`config.mk`:
```
export PLATFORM = sky130hd
export DESIGN_NAME = mbus_rd_master
export DESIGN_NICKNAME = d
export VERILOG_FILES = /design/src/rtl/mbr_pkg.sv /design/src/rtl/mbr_rst_sync.sv /design/src/rtl/mbr_sync.sv /design/src/rtl/mbr_ctrl.sv /design/src/rtl/mbr_datapath.sv /design/src/rtl/mbus_rd_master.sv
export SDC_FILE = /design/constraint.sdc
export NUM_CORES = 1
export LEC_CHECK = 0
export CORE_AREA = 2 2 66 74
export CTS_CLUSTER_DIAMETER = 200
export DETAILED_ROUTE_END_ITERATION = 10
export DIE_AREA = 0 0 68 76
export DONT_BUFFER_PORTS = 1
export PLACE_DENSITY = 0.73
export REMOVE_ABC_BUFFERS = 1
export SLEW_MARGIN = 20
export SYNTH_ARGS = -nofsm -noshare
export SYNTH_HDL_FRONTEND = slang
export SYNTH_HIERARCHICAL = 1
export SYNTH_SLANG_ARGS = --single-unit
```
`constraint.sdc`:
```
create_clock -name clk -period 1.9 [get_ports clk]
set_clock_uncertainty 0.2 [all_clocks]
set_input_delay 0.095 -clock clk [delete_from_list [all_inputs] [get_ports clk]]
set_output_delay 0.095 -clock clk [all_outputs]
set_load 0.1 [all_outputs]
```
`src/rtl/mbr_pkg.sv`:
```
package mbr_pkg;
  typedef enum logic [2:0] {
    S_IDLE  = 3'd0,
    S_REQ   = 3'd1,
    S_ADDR  = 3'd2,
    S_STRB  = 3'd3,
    S_DROP  = 3'd4,
    S_DWAIT = 3'd5,
    S_DACK  = 3'd6,
    S_REL   = 3'd7
  } mbr_state_e;
endpackage

```
`src/rtl/mbr_rst_sync.sv`:
```
module mbr_rst_sync (
  input  logic clk,
  input  logic rst_n,
  output logic srst_n
);
  logic r1_q, r2_q;

  always_ff @(posedge clk or negedge rst_n) begin
    if (!rst_n) begin
      r1_q <= 1'b0;
      r2_q <= 1'b0;
    end else begin
      r1_q <= 1'b1;
      r2_q <= r1_q;
    end
  end

  assign srst_n = r2_q;
endmodule

```
`src/rtl/mbr_sync.sv`:
```
module mbr_sync #(
  parameter int W      = 1,
  parameter int STAGES = 2
) (
  input  logic         clk,
  input  logic         rst_n,
  input  logic [W-1:0] d,
  output logic [W-1:0] q
);
  logic [W-1:0] pipe_q [STAGES];

  always_ff @(posedge clk or negedge rst_n) begin
    if (!rst_n) begin
      for (int i = 0; i < STAGES; i++) pipe_q[i] <= '0;
    end else begin
      pipe_q[0] <= d;
      for (int i = 1; i < STAGES; i++) pipe_q[i] <= pipe_q[i-1];
    end
  end

  assign q = pipe_q[STAGES-1];
endmodule

```
`src/rtl/mbr_ctrl.sv`:
```
module mbr_ctrl
  import mbr_pkg::*;
#(
  parameter int CW = 4
) (
  input  logic          clk,
  input  logic          rst_n,
  input  logic          cmd_valid,
  input  logic [CW-1:0] cmd_cnt,
  input  logic          gnt_s,
  input  logic          ack_s,
  input  logic          drdy_s,
  output logic          load,
  output logic          cap,
  output logic [CW-1:0] cap_idx,
  output logic          cmd_ready,
  output logic          bus_req,
  output logic          ad_oe,
  output logic          rd_strb,
  output logic          mst_ack,
  output logic          done
);
  mbr_state_e    state_q, state_d;
  logic [CW-1:0] cnt_q, cnt_d;
  logic [CW-1:0] last_q, last_d;
  logic          fin_q, fin_d;

  always_comb begin
    state_d = state_q;
    cnt_d   = cnt_q;
    last_d  = last_q;
    fin_d   = fin_q;
    load    = 1'b0;
    cap     = 1'b0;
    unique case (state_q)
      S_IDLE: if (cmd_valid) begin
        load    = 1'b1;
        last_d  = cmd_cnt;
        cnt_d   = '0;
        fin_d   = 1'b0;
        state_d = S_REQ;
      end
      S_REQ:   if (gnt_s)  state_d = S_ADDR;
      S_ADDR:  state_d = S_STRB;
      S_STRB:  if (ack_s)  state_d = S_DROP;
      S_DROP:  if (!ack_s) state_d = S_DWAIT;
      S_DWAIT: if (drdy_s) begin
        cap     = 1'b1;
        fin_d   = (cnt_q == last_q);
        cnt_d   = cnt_q + 1'b1;
        state_d = S_DACK;
      end
      S_DACK:  if (!drdy_s) state_d = fin_q ? S_REL : S_DWAIT;
      S_REL:   state_d = S_IDLE;
      default: state_d = S_IDLE;
    endcase
  end

  always_ff @(posedge clk or negedge rst_n) begin
    if (!rst_n) begin
      state_q <= S_IDLE;
      cnt_q   <= '0;
      last_q  <= '0;
      fin_q   <= 1'b0;
    end else begin
      state_q <= state_d;
      if (load || cap) begin
        cnt_q <= cnt_d;
        fin_q <= fin_d;
      end
      if (load) last_q <= last_d;
    end
  end

  assign cap_idx   = cnt_q;
  assign cmd_ready = (state_q == S_IDLE);
  assign bus_req   = (state_q != S_IDLE) && (state_q != S_REL);
  assign ad_oe     = (state_q == S_ADDR) || (state_q == S_STRB);
  assign rd_strb   = (state_q == S_STRB);
  assign mst_ack   = (state_q == S_DACK);
  assign done      = (state_q == S_REL);
endmodule

```
`src/rtl/mbr_datapath.sv`:
```
module mbr_datapath #(
  parameter int DW = 16,
  parameter int CW = 4
) (
  input  logic          clk,
  input  logic          rst_n,
  input  logic          load,
  input  logic [DW-1:0] cmd_addr,
  input  logic          cap,
  input  logic [CW-1:0] cap_idx,
  input  logic [DW-1:0] ad_in,
  input  logic          ad_oe,
  output logic [DW-1:0] ad_out,
  output logic          word_valid,
  output logic [DW-1:0] word_data,
  output logic [CW-1:0] word_idx
);
  logic [DW-1:0] addr_q;
  logic [DW-1:0] data_q;
  logic [CW-1:0] idx_q;
  logic          valid_q;

  always_ff @(posedge clk or negedge rst_n) begin
    if (!rst_n) begin
      addr_q  <= '0;
      data_q  <= '0;
      idx_q   <= '0;
      valid_q <= 1'b0;
    end else begin
      valid_q <= cap;
      if (load) addr_q <= cmd_addr;
      if (cap) begin
        data_q <= ad_in;
        idx_q  <= cap_idx;
      end
    end
  end

  assign ad_out     = ad_oe ? addr_q : '0;
  assign word_valid = valid_q;
  assign word_data  = data_q;
  assign word_idx   = idx_q;
endmodule

```
`src/rtl/mbus_rd_master.sv`:
```
module mbus_rd_master #(
  parameter int DW = 16,
  parameter int CW = 4
) (
  input  logic          clk,
  input  logic          rst_n,
  input  logic          cmd_valid,
  input  logic [DW-1:0] cmd_addr,
  input  logic [CW-1:0] cmd_cnt,
  output logic          cmd_ready,
  output logic          bus_req,
  input  logic          bus_gnt,
  output logic          ad_oe,
  output logic [DW-1:0] ad_out,
  input  logic [DW-1:0] ad_in,
  output logic          rd_strb,
  input  logic          slv_ack,
  input  logic          dat_rdy,
  output logic          mst_ack,
  output logic          word_valid,
  output logic [DW-1:0] word_data,
  output logic [CW-1:0] word_idx,
  output logic          done
);
  localparam int NHS = 3;

  logic           srst_n;
  logic [NHS-1:0] hs_raw, hs_s;
  logic           load, cap;
  logic [CW-1:0]  cap_idx;

  assign hs_raw = {bus_gnt, slv_ack, dat_rdy};

  mbr_rst_sync u_rst (
    .clk    (clk),
    .rst_n  (rst_n),
    .srst_n (srst_n)
  );

  mbr_sync #(.W(NHS), .STAGES(2)) u_sync (
    .clk   (clk),
    .rst_n (srst_n),
    .d     (hs_raw),
    .q     (hs_s)
  );

  mbr_ctrl #(.CW(CW)) u_ctrl (
    .clk       (clk),
    .rst_n     (srst_n),
    .cmd_valid (cmd_valid),
    .cmd_cnt   (cmd_cnt),
    .gnt_s     (hs_s[2]),
    .ack_s     (hs_s[1]),
    .drdy_s    (hs_s[0]),
    .load      (load),
    .cap       (cap),
    .cap_idx   (cap_idx),
    .cmd_ready (cmd_ready),
    .bus_req   (bus_req),
    .ad_oe     (ad_oe),
    .rd_strb   (rd_strb),
    .mst_ack   (mst_ack),
    .done      (done)
  );

  mbr_datapath #(.DW(DW), .CW(CW)) u_dp (
    .clk        (clk),
    .rst_n      (srst_n),
    .load       (load),
    .cmd_addr   (cmd_addr),
    .cap        (cap),
    .cap_idx    (cap_idx),
    .ad_in      (ad_in),
    .ad_oe      (ad_oe),
    .ad_out     (ad_out),
    .word_valid (word_valid),
    .word_data  (word_data),
    .word_idx   (word_idx)
  );
endmodule

```
==> flow_summary.toml <==
[status]
status = "completed"

[die]
rows = 26
core_region_area_sq_um = 4489
die-area_sq_um = 5168
num_io_pins = 85
die-width_um = 68
die_h_um = 76
start_util_pct = 53.60

[timing]
finalCritPeriodShare_pct = 95.47
setup_viol = 0
tns_ps = 0
drv_slew = 0
hold_viol = 0
max_freq_mhz = 551.3
period_minus_slack_ps = 1814

[yosys]
ys.flop_type = "dfrtp_1"
yosys_warnings = 6
netlist_area_sq_um = 2406
ys_async_sr_fraction_pct = 100.0
synth-edff-count = 0
syn_inst = 173
ys_ff_latch = 57
synth.distinct_cells = 32
syn_area_per_cell_sq_um = 13.91
synth-seq-area-share_pct = 59.28

[clock_tree]
h-tree-depth = 3
clk_path_buf_depth = 2
insertion_delay_ps = 330
root_buffer = "clkbuf_8"
cts.clk_slew.worst_paths_ps = 60
cts_sinks = 57
cts_tree = "built"
cts_buffers = 9

[drt]
via_count = 1661
drt_iter0_drc = 104
routed_wirelength_um = 5316
dr.pass1.iters = 4
ant_nets = 0
drc = 0
viasPerCell = 5.080
detail_route.wl_per_cell_um = 16.26

[critical_path]
crit_required_ps = 1600
crit_arrival_ps = 1520
cp-start-kind = "flop"
path_max_fanout = 17
crit_type = "reg -> out"
cp-end-kind = "output port"

[flow_run]
drv_cap = 0

[placed_design]
placed_cells = 268
hpwlAfterDp_um = 3431
portBuffers = 0
routabilityCongestion = 0.7870

[cells_and_area]
drive_above_1_share_pct = 42.80
antenna_cells = 0
instances_no_fill = 327
synthToLayoutAreaGrowth_pct = 53.61
fin_nets = 310

[global_route]
grt_max_degree = 47
grt.total_usage_pct = 22.82
overflow = 0
grt_first_pass_wirelength_um = 8618
antenna_found_initial = 0
grt_pass1_vias = 1787

[min_path]
hp-class = "reg -> async"
[area by class of cell]
class	instances	area [sq um]
inverter	4	15.01
tap	56	70.07
fill	254	793.3
timing repair buffer	94	1094
clock inverter	3	15.01
multi-input combinational	101	907.1
clock buffer	12	165.2
sequential	57	1430
[registers in the layout, summed over array words and instances, names as in the netlist]
name and count:
u_rst/r1_q 1, u_sync/q 3, u_ctrl/last_q 4, u_dp/word_idx 4, u_dp/word_valid 1, u_rst/srst_n 1
u_dp/addr_q 16, u_ctrl/state_q 3, u_sync/pipe_q 3, u_dp/word_data 16, u_ctrl/cap_idx 4, u_ctrl/fin_q 1
[cell families (layout without fill, tap and decap cells)]
family,after synthesis,after routing,share of synthesized area [%]
buf+inv,15,113,4.108
xor+xnor,4,4,1.456
other cells,1,1,0.1559
simple gates,39,39,10.09
flops,57,57,59.28
compound gates,16,16,4.109
fa+ha+maj,1,1,0.5199
mux,40,40,20.28
[placed cells by master (no fill, tap or decap), types with 2 or more instances in the layout]
cell type / synthesis / routed
a21oi_1: 3 / 3
dfrtp_2: 0 / 3
nand3_1: 2 / 2
xnor2_1: 4 / 4
o21ai_0: 6 / 6
mux2_2: 30 / 30
buf_4: 5 / 29
nand2_1: 7 / 7
dlygate4sd3_1: 0 / 43
and2_1: 16 / 16
inv_1: 4 / 4
clkbuf_8: 0 / 12
mux2_4: 10 / 10
or3_1: 2 / 2
nor2b_1: 3 / 2
clkinv_2: 0 / 3
dfrtp_1: 57 / 54
nor2_2: 0 / 3
buf_12: 1 / 21
[metal layers]
layer	GRT usage [%]	vias up	wire length, um
met4	9.000	0	61
met1	26.48	809	2036
met5	0	-	0
met3	9.158	8	407
li1	-	777	-
met2	36.99	67	2811
[path summary, 6_finish.rpt]
| kind | from | endpoint | slack [ps] | depth (start not counted) |
|---|---|---|---|---|
| max | u_ctrl/state_q[1] | ad_out[15] | 90 | 4 |
| min | u_rst/srst_n | u_ctrl/last_q[1] | 70 | 1 |
| max reg2reg | u_ctrl/state_q[2] | u_dp/addr_q[15] | 170 | 3 |
| min reg2reg | u_rst/srst_n | u_ctrl/last_q[1] | 70 | 1 |
| max in group asynchronous | u_rst/srst_n | u_ctrl/state_q[2] | 620 | 1 |
| min in group clk | dat_rdy | u_sync/pipe_q[3] | 120 | 1 |
[per-stage QoR]
| step | cell area [sq um] | setup slack (ps) | util [%] | hold WS [ps] |
|---|---|---|---|---|
| floorplan | 2322 | -2354 | - | -400.6 |
| finish | 3696 | 86.07 | 82.33 | 71.55 |
| CTS | 3667 | 6.845 | 81.69 | 70.27 |
| detailed placement | 3052 | 180.6 | 67.98 | -400.5 |
| global route | 3696 | -16.36 | 82.33 | 103.9 |
| global placement | 3052 | 231.6 | 67.98 | -400.5 |
[worst max-delay path, stage by stage (launching register included)]
cell and delay [ps]:
dfrtp_1 460, nor2b_4 210, buf_12 140, and2_1 190
buf_12 190
[synthesized netlist by cell type, drive strengths merged, types with 2 or more instances]
library cell / n / share of area, %
nor2b: 3 / 0.78
or3: 2 / 0.52
nand2: 7 / 1.1
a21oi: 3 / 0.62
xnor2: 4 / 1.5
inv: 4 / 0.62
nand3: 2 / 0.42
mux2: 40 / 20
o21ai: 6 / 1.2
nor2: 3 / 0.47
buf: 7 / 2.9
clkbuf: 4 / 0.62
dfrtp: 57 / 59
and2: 16 / 4.2
[what timing repair did]
item | CTS | global route
setup endpoints to repair | 17 | 20
buffers inserted | 0 | 1
endpoints found under the hold margin | 52 | 0
hold buffers | 43 | 0
gates resized for setup | 1 | 3
Power is left out: the tool's default activity adds up to more than one toggle a clock period on the data nets, which glitch-free logic cannot reach.
